## src/rtl/lease_pkg.sv

```systemverilog
package lease_pkg;
  typedef enum logic [1:0] {
    STK_HOLD = 2'd0,
    STK_PUSH = 2'd1,
    STK_POP  = 2'd2,
    STK_TICK = 2'd3
  } stk_op_e;
endpackage

```

## src/rtl/lease_region_match.sv

```systemverilog
module lease_region_match #(
  parameter int AW = 32
) (
  input  logic [AW-1:0] addr,
  input  logic [AW-1:0] base,
  input  logic [AW-1:0] care,
  output logic          hit
);
  // Each cared-for address bit must equal the base bit.
  assign hit = ~|((addr ^ base) & care);
endmodule

```

## src/rtl/lease_pc_sel.sv

```systemverilog
module lease_pc_sel #(
  parameter int AW = 32
) (
  input  logic          force_restore,
  input  logic [AW-1:0] restore_pc,
  input  logic [AW-1:0] cand_pc,
  output logic [AW-1:0] sel_pc
);
  assign sel_pc = force_restore ? restore_pc : cand_pc;
endmodule

```

## src/rtl/lease_stack.sv

```systemverilog
module lease_stack
  import lease_pkg::*;
#(
  parameter int DEPTH = 4,
  parameter int TW    = 16,
  parameter int AW    = 32,
  localparam int SPW  = $clog2(DEPTH + 1)
) (
  input  logic           clk,
  input  logic           rst_n,
  input  stk_op_e        op,
  input  logic [TW-1:0]  in_dur,
  input  logic [AW-1:0]  in_restore,
  input  logic [AW-1:0]  in_val,
  input  logic [AW-1:0]  in_mask,
  output logic [TW-1:0]  top_dur,
  output logic [AW-1:0]  top_restore,
  output logic [AW-1:0]  top_val,
  output logic [AW-1:0]  top_mask,
  output logic [SPW-1:0] depth,
  output logic           full,
  output logic           empty
);
  logic [SPW-1:0] sp_q;
  logic [TW-1:0]  dur_q  [DEPTH];
  logic [AW-1:0]  rpc_q  [DEPTH];
  logic [AW-1:0]  val_q  [DEPTH];
  logic [AW-1:0]  mask_q [DEPTH];

  always_ff @(posedge clk) begin
    if (!rst_n) begin
      sp_q <= '0;
    end else if (op == STK_PUSH) begin
      sp_q <= sp_q + 1'b1;
    end else if (op == STK_POP) begin
      sp_q <= sp_q - 1'b1;
    end
  end

  for (genvar i = 0; i < DEPTH; i++) begin : g_entry
    always_ff @(posedge clk) begin
      if (!rst_n) begin
        dur_q[i]  <= '0;
        rpc_q[i]  <= '0;
        val_q[i]  <= '0;
        mask_q[i] <= '0;
      end else if (op == STK_PUSH && sp_q == SPW'(i)) begin
        dur_q[i]  <= in_dur;
        rpc_q[i]  <= in_restore;
        val_q[i]  <= in_val;
        mask_q[i] <= in_mask;
      end else if (op == STK_TICK && sp_q == SPW'(i + 1)) begin
        dur_q[i] <= dur_q[i] - 1'b1;
      end
    end
  end

  always_comb begin
    top_dur     = '0;
    top_restore = '0;
    top_val     = '0;
    top_mask    = '0;
    for (int k = 0; k < DEPTH; k++) begin
      if (sp_q == SPW'(k + 1)) begin
        top_dur     = dur_q[k];
        top_restore = rpc_q[k];
        top_val     = val_q[k];
        top_mask    = mask_q[k];
      end
    end
  end

  assign depth = sp_q;
  assign full  = (sp_q == SPW'(DEPTH));
  assign empty = (sp_q == '0);
endmodule

```

## src/rtl/lease_ctrl.sv

```systemverilog
module lease_ctrl
  import lease_pkg::*;
#(
  parameter int DEPTH = 4,
  parameter int TW    = 16,
  parameter int AW    = 32,
  localparam int SPW  = $clog2(DEPTH + 1)
) (
  input  logic           clk,
  input  logic           rst_n,
  input  logic           req_valid,
  output logic           req_ready,
  input  logic [TW-1:0]  req_dur,
  input  logic [AW-1:0]  req_restore,
  input  logic [AW-1:0]  req_val,
  input  logic [AW-1:0]  req_mask,
  input  logic [AW-1:0]  pc_next_in,
  output logic [AW-1:0]  pc_next_out,
  output logic           redirect,
  input  logic           st_req,
  input  logic [AW-1:0]  st_addr,
  output logic           st_en,
  output logic           push_err,
  output logic [SPW-1:0] lease_depth,
  output logic [TW-1:0]  time_left
);
  logic [TW-1:0] top_dur;
  logic [AW-1:0] top_restore, top_val, top_mask;
  logic          full, empty, active, expire, accept, region_hit;
  stk_op_e       op;

  assign active = !empty;
  assign expire = active && (top_dur == '0);
  assign req_ready = !full && !expire;
  assign accept = req_valid && req_ready;

  // Expiry wins, then a new lease, else the top lease ages.
  always_comb begin
    if (expire)      op = STK_POP;
    else if (accept) op = STK_PUSH;
    else if (active) op = STK_TICK;
    else             op = STK_HOLD;
  end

  lease_stack #(.DEPTH(DEPTH), .TW(TW), .AW(AW)) u_stack (
    .clk(clk), .rst_n(rst_n), .op(op),
    .in_dur(req_dur), .in_restore(req_restore),
    .in_val(req_val), .in_mask(req_mask),
    .top_dur(top_dur), .top_restore(top_restore),
    .top_val(top_val), .top_mask(top_mask),
    .depth(lease_depth), .full(full), .empty(empty)
  );

  lease_region_match #(.AW(AW)) u_match (
    .addr(st_addr), .base(top_val), .care(top_mask), .hit(region_hit)
  );

  lease_pc_sel #(.AW(AW)) u_pcsel (
    .force_restore(expire), .restore_pc(top_restore),
    .cand_pc(pc_next_in), .sel_pc(pc_next_out)
  );

  assign redirect  = expire;
  assign st_en     = st_req && (!active || region_hit);
  assign push_err  = req_valid && full;
  assign time_left = top_dur;
endmodule

```

## config.mk

```make
export PLATFORM = sky130hd
export DESIGN_NAME = lease_ctrl
export DESIGN_NICKNAME = d
export VERILOG_FILES = /design/src/rtl/lease_pkg.sv /design/src/rtl/lease_region_match.sv /design/src/rtl/lease_pc_sel.sv /design/src/rtl/lease_stack.sv /design/src/rtl/lease_ctrl.sv
export SDC_FILE = /design/constraint.sdc
export NUM_CORES = 1
export LEC_CHECK = 0
export BUFFER_PORTS_ARGS = -buffer_cell sky130_fd_sc_hd__buf_4
export CORE_MARGIN = 2
export CORE_UTILIZATION = 59
export DETAILED_ROUTE_END_ITERATION = 8
export PLACE_DENSITY = 0.84
export SYNTH_ARGS = -nofsm -noshare
export SYNTH_HDL_FRONTEND = slang
export SYNTH_SLANG_ARGS = --single-unit
```

## constraint.sdc

```tcl
create_clock -name clk -period 7.12 [get_ports clk]
set_input_delay 0.356 -clock clk [delete_from_list [all_inputs] [get_ports clk]]
set_output_delay 0.356 -clock clk [all_outputs]
set_load 0.03 [all_outputs]
```

==> impl_metrics.csv, run 1 <==
group,metric,value,unit
status,outcome,"finished, violations left",
status,violations,"design-rule violations",
detailed_routing,first_pass_iters,8,
synthesis,synth_seq_cells,451,
pwr,combPwrFrac,32.2,%
synthesis,syn_area,22200,sq um
floorplan,die_h,198,um
clock_tree,cts_setup_buffers,0,
detailed_routing,vias,16200,
synthesis,ys.warnings.count,0,
detailed_routing,ant_nets,0,
pwr,pwr-share-seq,43.2,%
floorplan,start_util,59.4,%
pwr,clock_power_share,24.6,%
setup_path,ff2ff_setup_slack,1.17,ns
pwr,p_leak,0.00963,uW
min_path,hold_start,"req_val[13]",
floorplan,die_x,198,um
min_path,min_path_cells,2,
pwr,irDropWorstVdd,0.000234,V
pwr,switching_share,34.6,%
run,drv_cap,0,
floorplan,dieArea,39200,sq um
sta,finalMaxSlewViolations,0,
detailed_routing,routed_wl,57800,um
min_path,worstHoldPathType,"in2reg",
synthesis,syn_nets,2089,
sta,hold_viol,0,
pwr,p_sw,3260,uW
floorplan,core-area,37300,sq um
setup_path,end_kind,"flip-flop",
clock_tree,clkTransAtPathRegs,0.06,ns
synthesis,ys_seq_area_share,60.9,%
placed_design,dpl.hpwl,36300,um
finish,finish.utilization,68.5,%
clock_tree,cts_root_buf,"clkbuf_16",
finish,final_area,25600,sq um
pwr,total_power,9410,uW
sta,setup_viol,0,
synthesis,synth_edf_count,448,
sta,worst_slew_pin_slew,1.14,ns
finish,layout.nets,2261,
detailed_routing,drc,1,
sta,relSlewSlack,24.1,%
min_path,hold_end,"u_stack.val_q[2][13]",
clock_tree,cts_max_path_buffers,3,
clock_tree,clk_latency,0.57,ns
placed_design,port_buffers,234,
finish,area_delta_synth_final,15.3,%
sta,fin_crit_sh,83.6,%
clock_tree,htree_levels,2,
setup_path,arrival,6.35,ns
placed_design,routabilityCongestion,0.901,
sta,fin_crit,5.95,ns
setup_path,critPathMaxFanout,68,
grt,grtUsageTotal,29.2,%
finish,most-common-layout-cells,"edfxtp_1 (448), and2_1 (392), buf_4 (259), nand2_1 (153), o21ai_0 (145)",
sta,rsz0062_at_grt,"no",
grt,grt_max_degree,85,
setup_path,startpoint_type,"flip-flop",
sta,fin_hold_ws,0.0813,ns
detailed_routing,via_per_inst,6.27,
pwr,p_per_area,368,nW/um^2
finish,final_layout_size_suffix_gt1_share,16.5,%
finish,final_common_cell,"edfxtp_1",
detailed_routing,post_drt_wl_per_cell,22.4,um
setup_path,regToRegStartpoint,"u_stack.depth[0]",
synthesis,synthFlopType,"edfxtp_1",
placed_design,placed_area,24200,sq um
setup_path,cp.required,7.51,ns
pwr,internal_power,6150,uW
floorplan,ios,235,
setup_path,path_class,"reg2reg",
finish,nFillCells,2551,
clock_tree,clock-sinks,451,
sta,final.setup.tns,0,ns
sta,skew,0.0202,ns
synthesis,synth_cells,1897,
setup_path,reg2regPathDepth,15,
synthesis,synth_cell_type_count,67,
synthesis,async_flop_share,0,%
clock_tree,cts.repair.resized,0,
grt,grt_pass1_vias,15900,
floorplan,rows,71,
clock_tree,cts_hold_buf,0,
grt,grt_pass1_wl,87600,um
grt,grt.overflow.total,0,
synthesis,syn_avg_cell_area,11.7,sq um
setup_path,r2r_end,"u_stack.dur_q[0][1]",
detailed_routing,drt_iter0_drc,1786,
clock_tree,numCtsBuffers,46,
sta,max_freq,168,MHz
clock_tree,cts_tree,"yes",
grt,antenna_found_initial,2,
==> flip-flops by register name, summed over array words and instances (netlist names) <==
name            cells
u_stack.rpc_q     128
u_stack.dur_q      64
u_stack.mask_q    128
u_stack.depth       3
u_stack.val_q     128
==> cell usage after synthesis (all sizes together), types with 3 or more instances <==
cell type  count  area, sq um
edfxtp       448        13500
dfxtp          3         60.1
a221oi        59          529
nand2        154          578
nand3b         8         60.1
a21oi         56          280
a222oi         4         40.0
o31ai         13         97.6
a22o           7         61.3
or4            9         67.6
o21a           4         30.0
o221ai         4         35.0
ha            12          150
buf           60          359
a22oi         10         75.1
nor2b          5         38.8
and3b          3         26.3
or3           20          125
inv           26         97.6
nor2          89          334
nand2b         9         56.3
nand3          6         30.0
nor4          17          113
xor2          28          245
and3           5         31.3
o21ai        181          906
o22ai          3         18.8
a31oi          4         25.0
a221o         48          480
a32o           4         40.0
clkbuf        77          289
nor3          40          200
and2         394         2470
xnor2         47          412
o211ai         9         72.6
a2111oi        4         41.3
==> metal layers <==
layer / track usage (%) / up-vias / wire length, um
met2: 48.6 / 921 / 28400
met1: 39.4 / 7840 / 22100
li1: - / 7304 / -
met5: 0 / - / 0
met3: 4.31 / 108 / 5710
met4: 10.7 / 0 / 1630
==> kinds of logic after synthesis <==
family | count (synthesis) | synth area share [%]
AND/OR/NAND/NOR | 769 | 19.1
flip-flops | 451 | 60.9
AO/OA/AOI/OAI | 427 | 13.0
buffers and inverters | 163 | 3.36
XOR/XNOR | 75 | 2.96
adder cells (fa/ha/maj) | 12 | 0.677
==> worst max-delay path by stage <==
stage                                start                   end  depth (start not counted)
after detailed placement  u_stack.depth[0]   u_stack.dur_q[0][1]                         15
after global routing      u_stack.depth[0]   u_stack.dur_q[0][4]                         15
after floorplan           u_stack.depth[2]  u_stack.mask_q[2][0]                         19
after CTS                 u_stack.depth[0]   u_stack.dur_q[0][1]                         15
after global placement    u_stack.depth[0]   u_stack.dur_q[0][1]                         15
final                     u_stack.depth[0]   u_stack.dur_q[0][1]                         15
==> final cells by class <==
type	instances	area [sq um]	area share [%]
Timing Repair Buffer	261	1980	7.76
Clock inverter	20	178	0.695
Inverter	26	108	0.421
Multi-Input combinational cell	1283	7960	31.1
Tap cell	474	593	2.32
Clock buffer	62	1230	4.82
Antenna cell	2	5.00	0.0196
Sequential cell	451	13500	52.8
==> power groups by stage <==
stage          Sequential [uW]  Combinational, uW  Clock (uW)
6_report                  4070               3030        2320
5_1_grt                   4120               3270        2420
4_1_cts                   4060               3010        2320
3_5_place_dp              4110               3000           0
3_3_place_gp              4070               2900           0
2_1_floorplan             4040               2060           0
==> per-stage QoR <==
step / setup WS, ns / cells
6_report: 1.17 / 2579
5_1_grt: 0.772 / 2579
4_1_cts: 1.22 / 2577
3_5_place_dp: 1.28 / 2495
3_3_place_gp: 1.59 / 2495
2_1_floorplan: 0.641 / 1897
==> worst max-delay path, cell delays in order, from the launching register on <==
cell and delay [ns]:
dfxtp_1 0.43, ha_1 0.23, ha_4 0.61, inv_2 0.35, nor2_1 0.80, a222oi_1 0.25, and4_1 0.27, nand4b_1 0.15
and2_4 0.18, o21a_1 0.12, ha_1 0.39, nand2_1 0.22, nor2_4 0.76, buf_4 0.72, nand2_1 0.14, o21ai_0 0.10
Note: power is estimated with default switching activity, not from simulation.
==> run 2, diff against run 1 <==
clock period = 6.2 ns   (was 7.12 ns; I/O delays follow)
==> run 2 against run 1 <==
  * The run now ends clean
  * Design area up 0.59%
  * Wire length is essentially flat
  * Die area unchanged
  * Cell count rose by 0.19%
  * Critical endpoint is now st_en
  * Clock skew is 0.0013 ns higher
  * Clock power rose by 20%
  * Sequential cell count unchanged
  * Non-clock buffer count increased by 3
==> impl_metrics.csv, run 2 (synthesized netlist as in run 1, its figures left out) <==
group,metric,value,unit
detailed_routing,routed_wl,57900,um
floorplan,start_util,59.4,%
placed_design,routabilityCongestion,0.893,
setup_path,end_kind,"output port",
clock_tree,numCtsBuffers,46,
run,drv_cap,0,
floorplan,die_h,198,um
sta,setup_viol,0,
pwr,p_leak,0.00968,uW
grt,grt_pass1_vias,15800,
detailed_routing,post_drt_wl_per_cell,22.4,um
finish,most-common-layout-cells,"edfxtp_1 (448), and2_1 (392), buf_4 (259), nand2_1 (153), o21ai_0 (145)",
setup_path,arrival,5.08,ns
floorplan,die_x,198,um
sta,max_freq,186,MHz
floorplan,rows,71,
setup_path,reg2regPathDepth,14,
sta,hold_viol,0,
detailed_routing,first_pass_iters,5,
detailed_routing,drc,0,
finish,nFillCells,2607,
pwr,irDropWorstVdd,0.000230,V
finish,top_regs,"u_stack.mask_q x128, u_stack.rpc_q x128, u_stack.val_q x128",
finish,final_common_cell,"edfxtp_1",
setup_path,cp.required,5.89,ns
finish,final_layout_size_suffix_gt1_share,16.7,%
sta,fin_hold_ws,0.0196,ns
grt,grtUsageTotal,29.5,%
detailed_routing,drt_iter0_drc,1537,
clock_tree,clock-sinks,451,
clock_tree,cts.repair.resized,0,
sta,final.setup.tns,0,ns
min_path,min_path_cells,2,
grt,grt.overflow.total,0,
clock_tree,cts_root_buf,"clkbuf_16",
sta,relSlewSlack,30.4,%
grt,grt_pass1_wl,88600,um
sta,skew,0.0216,ns
clock_tree,htree_levels,2,
detailed_routing,ant_nets,0,
clock_tree,cts_tree,"yes",
clock_tree,cts_setup_buffers,0,
clock_tree,cts_hold_buf,0,
setup_path,critPathMaxFanout,49,
grt,grt_max_degree,83,
floorplan,dieArea,39200,sq um
finish,area_delta_synth_final,16.0,%
sta,rsz0062_at_grt,"no",
placed_design,port_buffers,234,
setup_path,path_class,"reg2out",
detailed_routing,vias,16000,
clock_tree,clk_latency,0.59,ns
status,outcome,"finished, final reports clean",
floorplan,ios,235,
pwr,p_per_area,426,nW/um^2
finish,layout.nets,2264,
min_path,worstHoldPathType,"in2reg",
grt,antenna_found_initial,2,
sta,fin_crit_sh,86.9,%
floorplan,core-area,37300,sq um
placed_design,dpl.hpwl,36200,um
sta,worst_slew_pin_slew,1.04,ns
clock_tree,clkTransAtPathRegs,0.06,ns
clock_tree,cts_max_path_buffers,3,
detailed_routing,via_per_inst,6.21,
setup_path,startpoint_type,"flip-flop",
sta,fin_crit,5.39,ns
sta,finalMaxSlewViolations,0,
[run 2: cell types whose count changed in the layout (fill, tap and decap cells not counted), sizes merged]
cell      change
bufinv        +1
buf           +3
clkinvlp      +6
clkinv        -1
clkbuf        -1
inv           -3
[run 2: through the flow]
stage / util (%) / worst slack [ns] / cells / area, sq um / total power [uW]
2_1_floorplan: - / 0.162 / 1897 / 22200 / 7000
3_3_place_gp: 64.9 / 1.00 / 2498 / 24200 / 8050
3_5_place_dp: 64.9 / 0.847 / 2498 / 24200 / 8180
4_1_cts: 68.9 / 0.832 / 2582 / 25700 / 11000
5_1_grt: 68.9 / 0.382 / 2583 / 25700 / 11400
6_report: 69.0 / 0.810 / 2584 / 25700 / 11000
[run 2: final cells by class]
class,instances,area [sq um],area share (%)
Sequential cell,451,13500,52.5
Multi-Input combinational cell,1283,7960,30.9
Timing Repair Buffer,264,2040,7.95
Clock buffer,61,1270,4.93
Tap cell,474,593,2.31
Clock inverter,23,231,0.900
Inverter,26,113,0.438
Antenna cell,2,5.00,0.0195
[run 2: power by group]
group	internal (uW)	switching, uW
clock	1610	1180
combinational	1250	2270
sequential	4330	339
[run 2: critical path, stage by stage, from the launching register on]
cell	delay (ns)
dfxtp_1	0.37
ha_1	0.25
ha_4	0.25
inv_2	0.61
buf_4	0.66
o21ai_0	0.20
a22oi_1	0.26
xor2_1	0.13
a2111oi_0	0.71
nand4_1	0.30
nor4_2	0.25
a32o_1	0.26
buf_4	0.18
[run 2: path summary, 6_finish.rpt]
path | slack (ns) | start | end
worst max-delay path | 0.81 | u_stack.depth[0] | st_en
worst min-delay path | 0.02 | req_val[1] | u_stack.val_q[0][1]
worst max register to register | 0.86 | u_stack.depth[0] | u_stack.mask_q[1][15]
worst min register to register | 0.65 | u_stack.dur_q[3][0] | u_stack.dur_q[3][0]
[run 2: metal layers]
metal  track usage, %  part of all wire, %  up-vias
li1                 -                    -     7306
met5                0                    0        -
met2             48.9                   49      870
met3             4.56                  9.1      114
met4             11.4                  3.0        0
met1             39.6                   39     7750
==> run 3, diff against run 2 <==
CORE_UTILIZATION = 25   (was 59)
PLACE_DENSITY = 0.45   (was 0.84)
==> run 3 against run 2 <==
  * Setup slack got worse by 0.41 ns
  * Sequential cell count unchanged
  * Worst hold slack improved by 0.014 ns
  * Combinational power increased by 6.8%
  * Clock power increased by 9.0%
  * Sequential share of layout area decreased by 3.5 points
  * Cell count increased by 30%
  * Critical path depth unchanged
  * Largest cell class unchanged
==> impl_metrics.csv, run 3 (synthesized netlist as in run 1, its figures left out) <==
group,metric,value,unit
clock_tree,numCtsBuffers,52,
sta,final.setup.tns,0,ns
setup_path,critPathMaxFanout,52,
sta,skew,0.0289,ns
sta,fin_crit_sh,93.6,%
detailed_routing,ant_nets,0,
min_path,min_path_cells,2,
placed_design,port_buffers,234,
setup_path,crit_chain,"ha_1 -> ha_4 -> buf_4 -> a21o_2 -> a221oi_1 -> nor3_1 -> xor2_1 -> a2111oi_0 -> nand4_1 -> nor4_2 -> a32o_1 -> buf_4",
placed_design,dpl.hpwl,44500,um
min_path,hold_start,"req_mask[19]",
grt,grtUsageTotal,15.8,%
floorplan,dieArea,91100,sq um
min_path,worstHoldPathType,"in2reg",
grt,antenna_found_initial,3,
sta,fin_crit,5.80,ns
sta,max_freq,172,MHz
floorplan,rows,109,
pwr,irDropWorstVdd,0.000278,V
finish,area_delta_synth_final,24.3,%
detailed_routing,drt_iter0_drc,1311,
floorplan,core-area,88100,sq um
setup_path,cp.required,5.89,ns
clock_tree,clock-sinks,451,
detailed_routing,first_pass_iters,5,
detailed_routing,drc,0,
finish,final_layout_size_suffix_gt1_share,16.1,%
setup_path,path_class,"reg2out",
floorplan,ios,235,
finish,final_common_cell,"edfxtp_1",
pwr,total_power,11400,uW
finish,finish.utilization,31.3,%
clock_tree,cts_max_path_buffers,3,
setup_path,r2r_end,"u_stack.mask_q[3][23]",
clock_tree,cts_root_buf,"clkbuf_16",
detailed_routing,via_per_inst,4.77,
sta,hold_viol,0,
finish,most-common-layout-cells,"edfxtp_1 (448), and2_1 (392), buf_4 (258), nand2_1 (153), o21ai_0 (145)",
sta,finalMaxSlewViolations,0,
grt,grt_pass1_wl,108000,um
finish,top_regs,"u_stack.mask_q x128, u_stack.rpc_q x128, u_stack.val_q x128",
clock_tree,clkTransAtPathRegs,0.06,ns
detailed_routing,routed_wl,73400,um
setup_path,slowest_delay,0.80,ns
setup_path,ff2ff_setup_slack,0.67,ns
setup_path,worstSetupPathDepth,12,
pwr,p_per_area,415,nW/um^2
grt,grt.overflow.total,0,
clock_tree,cts.repair.resized,0,
clock_tree,cts_tree,"yes",
setup_path,regToRegStartpoint,"u_stack.depth[0]",
floorplan,die_x,302,um
finish,stdcell_count,3368,
finish,layout.nets,2356,
setup_path,reg2regPathDepth,16,
setup_path,end_kind,"output port",
sta,setup_viol,0,
detailed_routing,post_drt_wl_per_cell,21.8,um
run,drv_cap,0,
detailed_routing,vias,16100,
sta,rsz0062_at_grt,"no",
floorplan,die_h,302,um
setup_path,cpMaxStageDelayCell,"a21o_2",
placed_design,dpl.cell_count,3187,
sta,relSlewSlack,27.5,%
sta,worst_slew_pin_slew,1.09,ns
grt,grt_max_degree,130,
status,outcome,"finished, final reports clean",
setup_path,crit_family,"compound AO/OA/AOI/OAI gates",
sta,fin_hold_ws,0.0339,ns
min_path,hold_end,"u_stack.mask_q[0][19]",
clock_tree,clk_latency,0.62,ns
setup_path,startpoint_type,"flip-flop",
grt,grt_pass1_vias,16200,
setup_path,cp_common_cell,"buf_4",
floorplan,start_util,25.2,%
clock_tree,htree_levels,2,
setup_path,arrival,5.49,ns
placed_design,routabilityCongestion,0.839,
pwr,p_leak,0.0101,uW
setup_path,cp_num_buf_inv,2,
## run 3: changes by cell type in the layout (fill, tap and decap cells not counted), moves of 3 or more
cell and delta:
clkbuf_1 +3, clkbuf_16 +5, clkbuf_8 -4, clkinv_1 +4
clkinvlp_4 -3, dlygate4sd3_1 +88
## run 3: cell type report
cell class              instances  area [sq um]
diodes                          1          2.50
clock buffers                  65          1350
clock inverters                27           279
fillers                      9008         60500
inverters                      26           114
multi-input cells            1283          7960
flip-flops and latches        451         13500
well taps                    1165          1460
repair buffers                350          2900
## run 3: power by group
part	total [uW]	leakage (uW)	internal [uW]	switching, uW
combinational	3750	0.00457	1280	2480
clock	3040	0.000794	1750	1290
sequential	4650	0.00472	4330	318
total	11400	0.0101	7350	4090
## run 3: worst max-delay path by stage
stage | start | to | slack (ns)
3_3_place_gp | u_stack.depth[0] | u_stack.val_q[3][16] | 0.75
4_1_cts | u_stack.depth[0] | st_en | 0.41
5_1_grt | u_stack.depth[1] | st_en | 0.14
6_report | u_stack.depth[0] | st_en | 0.40
2_1_floorplan | u_stack.depth[2] | u_stack.mask_q[1][0] | 0.16
3_5_place_dp | u_stack.depth[0] | u_stack.mask_q[3][29] | 0.59
## run 3: per-layer routing
metal | track usage, % | routed length (um) | up-vias | part of all wire, %
met5 | 0 | 0 | - | 0
met3 | 2.41 | 3840 | 93 | 5.2
met2 | 26.0 | 34900 | 472 | 48
met4 | 4.47 | 1850 | 0 | 2.5
li1 | - | - | 7503 | -
met1 | 21.6 | 32800 | 7991 | 45
## run 3: through the flow
stage,instance area (sq um),setup WS [ns]
floorplan,22200,0.162
global placement,25100,0.753
detailed placement,25100,0.591
CTS,27600,0.409
global route,27600,0.140
finish,27600,0.399
## run 3: repair_timing
action,CTS,global route
setup buffers,0,0
hold endpoints to repair,325,0
hold buffers,88,0
